==> src/rtl/addr_wrap_pkg.sv <==
package addr_wrap_pkg;
    typedef struct packed {
        logic wrap;
        logic saved;
    } wrap_st_t;
endpackage

==> src/rtl/wrap_detect.sv <==
module wrap_detect #(
    parameter int HI_W = 3,
    localparam int SZ_W = $clog2(HI_W + 1)
) (
    input  logic            addr_upd,
    input  logic            ij_src,
    input  logic            addr_carry,
    input  logic [HI_W-1:0] addr_hi,
    input  logic [SZ_W-1:0] mem_size,
    output logic            wrap_hit
);
    // over_sel[k] for k < HI_W: some bit above a capacity of 8K*2^k is set
    // over_sel[HI_W]: full-size memory, carry out of top position
    logic [HI_W:0] over_sel;

    for (genvar k = 0; k < HI_W; k++) begin : g_size
        assign over_sel[k] = |addr_hi[HI_W-1:k];
    end
    assign over_sel[HI_W] = addr_carry;

    always_comb begin
        wrap_hit = addr_upd && ij_src && over_sel[mem_size];
    end
endmodule

==> src/rtl/wrap_regs.sv <==
module wrap_regs
    import addr_wrap_pkg::*;
(
    input  logic clk,
    input  logic rst,
    input  logic wrap_hit,
    input  logic cmd_store,
    input  logic cmd_restore,
    output logic wrap_q,
    output logic saved_q
);
    wrap_st_t st_d, st_q;

    always_comb begin
        st_d = st_q;
        if (cmd_store) begin
            st_d.saved = st_q.wrap;
        end
        if (cmd_restore) begin
            st_d.wrap = st_q.saved;
        end else if (wrap_hit) begin
            st_d.wrap = 1'b1;
        end
        if (rst) begin
            st_d = '0;
        end
    end

    always_ff @(posedge clk) begin
        st_q <= st_d;
    end

    assign wrap_q  = st_q.wrap;
    assign saved_q = st_q.saved;
endmodule

==> src/rtl/addr_wrap_guard.sv <==
module addr_wrap_guard #(
    parameter int HI_W = 3,
    localparam int SZ_W = $clog2(HI_W + 1)
) (
    input  logic            clk,
    input  logic            rst,
    input  logic            addr_upd,
    input  logic            ij_src,
    input  logic            addr_carry,
    input  logic [HI_W-1:0] addr_hi,
    input  logic [SZ_W-1:0] mem_size,
    input  logic            cmd_store,
    input  logic            cmd_restore,
    input  logic            cmd_test,
    input  logic            cond_bit,
    output logic            wrap_flag,
    output logic            branch_bit
);
    logic wrap_hit;
    logic saved_q;

    wrap_detect #(.HI_W(HI_W)) u_detect (
        .addr_upd   (addr_upd),
        .ij_src     (ij_src),
        .addr_carry (addr_carry),
        .addr_hi    (addr_hi),
        .mem_size   (mem_size),
        .wrap_hit   (wrap_hit)
    );

    wrap_regs u_regs (
        .clk         (clk),
        .rst         (rst),
        .wrap_hit    (wrap_hit),
        .cmd_store   (cmd_store),
        .cmd_restore (cmd_restore),
        .wrap_q      (wrap_flag),
        .saved_q     (saved_q)
    );

    always_comb begin
        branch_bit = cond_bit;
        if (cmd_test && wrap_flag) begin
            branch_bit = 1'b1;
        end
    end
endmodule

==> config.mk <==
export PLATFORM = sky130hd
export DESIGN_NAME = addr_wrap_guard
export DESIGN_NICKNAME = d
export VERILOG_FILES = /design/src/rtl/addr_wrap_pkg.sv /design/src/rtl/wrap_detect.sv /design/src/rtl/wrap_regs.sv /design/src/rtl/addr_wrap_guard.sv
export SDC_FILE = /design/constraint.sdc
export NUM_CORES = 1
export LEC_CHECK = 0
export CORE_AREA = 2 2 39 41
export CTS_BUF_LIST = sky130_fd_sc_hd__clkbuf_8
export DETAILED_ROUTE_END_ITERATION = 6
export DIE_AREA = 0 0 41 43
export PLACE_DENSITY_LB_ADDON = 0.15
export SYNTH_ARGS = -nofsm -noshare
export SYNTH_HDL_FRONTEND = slang
export SYNTH_SLANG_ARGS = --single-unit
==> constraint.sdc <==
create_clock -name clk -period 3.14 [get_ports clk]
set_input_delay 0.942 -clock clk [delete_from_list [all_inputs] [get_ports clk]]
set_output_delay 0.942 -clock clk [all_outputs]
set_load 0.01 [all_outputs]
==> results.py, run 1 <==
metrics = {
    "outcome": {
        "outcome": "completed",
    },
    "timing": {
        "fin_tns_setup_ns": 0,
        "final_max_slew_viol_count": 0,
        "rsz0062_at_grt": "no",
        "finalHoldViolCount": 0,
        "setup_violations": 0,
        "timing.hold.ws_ns": 0.502,
        "finalCriticalPeriod_ns": 2.96,
        "fmax_ghz": 0.338,
        "skew_ns": 0.0000115,
        "finalCritPeriodShare_pct": 94.3,
        "tightest_slew_ns": 0.225,
        "max-slew-margin-rel_pct": 84.9,
    },
    "global_route": {
        "grt_pass1_wl_um": 621,
        "grt_pass1_vias": 179,
        "groute.usage.overall_pct": 5.90,
        "grt_max_degree": 5,
        "gr-total-overflow": 0,
        "antenna_found_initial": 0,
    },
    "floorplanning": {
        "die_w_um": 41,
        "start_util_pct": 9.13,
        "io_pins": 16,
        "design.core.area_sq_um": 1380,
        "die_area_sq_um": 1760,
        "die_h_um": 43,
        "core.rowCount": 14,
    },
    "final_layout": {
        "synthToLayoutAreaGrowth_pct": 167,
        "seqCellArea_sq_um": 40.0,
        "fillers": 152,
        "drive_above_1_share_pct": 9.38,
        "fin_util_pct": 24.4,
        "stdcell_area_sq_um": 338,
        "final_nets": 48,
        "diodes": 0,
        "multiInputGateArea_sq_um": 82.6,
    },
    "worst_setup_path": {
        "cp.arrival_ns": 2.02,
        "critPathLaunchType": "input pin",
        "cp.required_ns": 2.20,
        "endpoint_kind": "primary output",
        "crit_fanout": 1,
        "worstSetupPathType": "in2out",
    },
    "clock_tree": {
        "cts_buffers": 3,
        "clock_latency_ns": 0.21,
        "holdBufCountCts": 0,
        "cts_setup_buffers": 0,
        "path_clk_slew_ns": 0.03,
        "clockBufferDepth": 2,
        "cts_tree": "done",
        "htree_levels": 1,
        "ctsResizeCount": 0,
        "clock-root-buffer": "clkbuf_8",
        "clock_sinks": 2,
    },
    "synth": {
        "yosys-top-cells-area": "dfxtp_1 (32%), mux2i_1 (16%), a311oi_1 (6.9%), and3b_1 (6.9%), o31a_1 (6.9%)",
        "synth_top_cell_by_area": "dfxtp_1",
        "synth_cell_type_count": 12,
        "yosysWarnings": 0,
        "ys_ff_latch": 2,
        "ys_seq_area_share_pct": 31.7,
        "synth_nets": 28,
        "synth_top_area_share_pct": 31.7,
        "synth_area_sq_um": 126,
        "syn_area_per_cell_sq_um": 9.03,
        "synth_cells": 14,
    },
    "routing": {
        "vias": 178,
        "vias_per_cell": 3.71,
        "routed_wl_um": 430,
        "drc": 0,
        "wl_per_cell_um": 8.96,
        "antenna_left": 0,
        "drt-initial-drc-count": 2,
        "dr.pass1.iters": 2,
    },
    "job": {
        "cap_violations": 0,
    },
    "placement": {
        "globalplace.congestion": 0.608,
        "post_dp_cell_area_sq_um": 297,
        "io_buffers": 15,
        "hpwl_um": 372,
    },
    "power": {
        "total_leakage_power_uw": 0.000142,
        "power_density_nw_per_um2": 449,
        "peakVddDrop_mv": 0.112,
        "total_power_uw": 152,
    },
    "hold_path": {
        "hold_path.class": "reg2reg",
    },
}
## per-layer routing
| metal | GRT usage, % | vias to the layer above | routed length, um |
|---|---|---|---|
| li1 | - | 90 | - |
| met1 | 5.40 | 72 | 182 |
| met2 | 7.50 | 16 | 175 |
| met3 | 3.14 | 0 | 72 |
| met4 | 8.00 | 0 | 0 |
| met5 | 0 | - | 0 |
## registers in the layout, summed over array words and instances (netlist names)
name	count
u_regs.saved_q	1
u_regs.wrap_q	1
## Yosys cell counts (all sizes together)
library cell	instances
a21o	1
a311oi	1
and2b	1
and3b	1
dfxtp	2
inv	1
mux2i	2
nand2	1
nand2b	1
nor2	1
o31a	1
o31ai	1
## through the flow
stage	instances	setup WS (ns)
2_1_floorplan	14	1.07
3_3_place_gp	45	0.179
3_5_place_dp	45	0.178
4_1_cts	48	0.172
5_1_grt	48	0.143
6_report	48	0.179
## kinds of logic after synthesis
kind of cell,synth area share [%]
simple gates,23.8
compound gates,25.7
mux,15.8
flops,31.7
buf+inv,2.97
## cell usage in the layout (no fill, tap or decap)
cell type	n
a21o_1	1
a311oi_1	1
and2b_1	1
and3b_1	1
clkbuf_8	3
clkdlybuf4s50_1	15
dfxtp_1	2
inv_1	1
mux2i_1	2
nand2_1	1
nand2b_1	1
nor2_1	1
o31a_1	1
o31ai_1	1
## report_power, final
group | switching (uW) | leakage (uW) | total, uW | internal [uW]
logic | 6.20 | 0.000105 | 26.0 | 19.8
registers | 0.573 | 0.0000162 | 27.0 | 26.4
clock network | 18.0 | 0.0000216 | 98.8 | 80.8
total | 24.7 | 0.000142 | 152 | 127
## area by class of cell
type                    count  share of cell area [%]
well taps                  16                    5.93
repair buffers             15                    44.4
clock buffers               3                    12.2
flip-flops and latches      2                    11.9
inverters                   1                    1.11
multi-input cells          11                    24.4
## worst paths after layout
kind / startpoint / endpoint / slack (ns) / cells after the start
setup reg to reg: u_regs.wrap_q$_SDFFE_PP0P_ / u_regs.wrap_q$_SDFFE_PP0P_ / 2.25 / 3
hold reg to reg: u_regs.saved_q$_SDFFE_PP0P_ / u_regs.saved_q$_SDFFE_PP0P_ / 0.50 / 2
setup / recovery: cmd_test / branch_bit / 0.18 / 3
hold / removal: u_regs.saved_q$_SDFFE_PP0P_ / u_regs.saved_q$_SDFFE_PP0P_ / 0.50 / 2
## critical path, cell delays in order
cell and delay, ns:
clkdlybuf4s50_1 0.45, a21o_1 0.10, clkdlybuf4s50_1 0.52
No activity file was read; power rests on OpenSTA's default activity.
==> inputs of run 2 (changes only) <==
--- a/config.mk
+++ b/config.mk
@@ -10,6 +10,7 @@
 export DETAILED_ROUTE_END_ITERATION = 6
 export DIE_AREA = 0 0 41 43
 export PLACE_DENSITY_LB_ADDON = 0.15
+export SLEW_MARGIN = 20
 export SYNTH_ARGS = -nofsm -noshare
 export SYNTH_HDL_FRONTEND = slang
 export SYNTH_SLANG_ARGS = --single-unit
==> results of run 2 <==
Same layout as run 1: the final DEF is identical, and so are final timing and power.
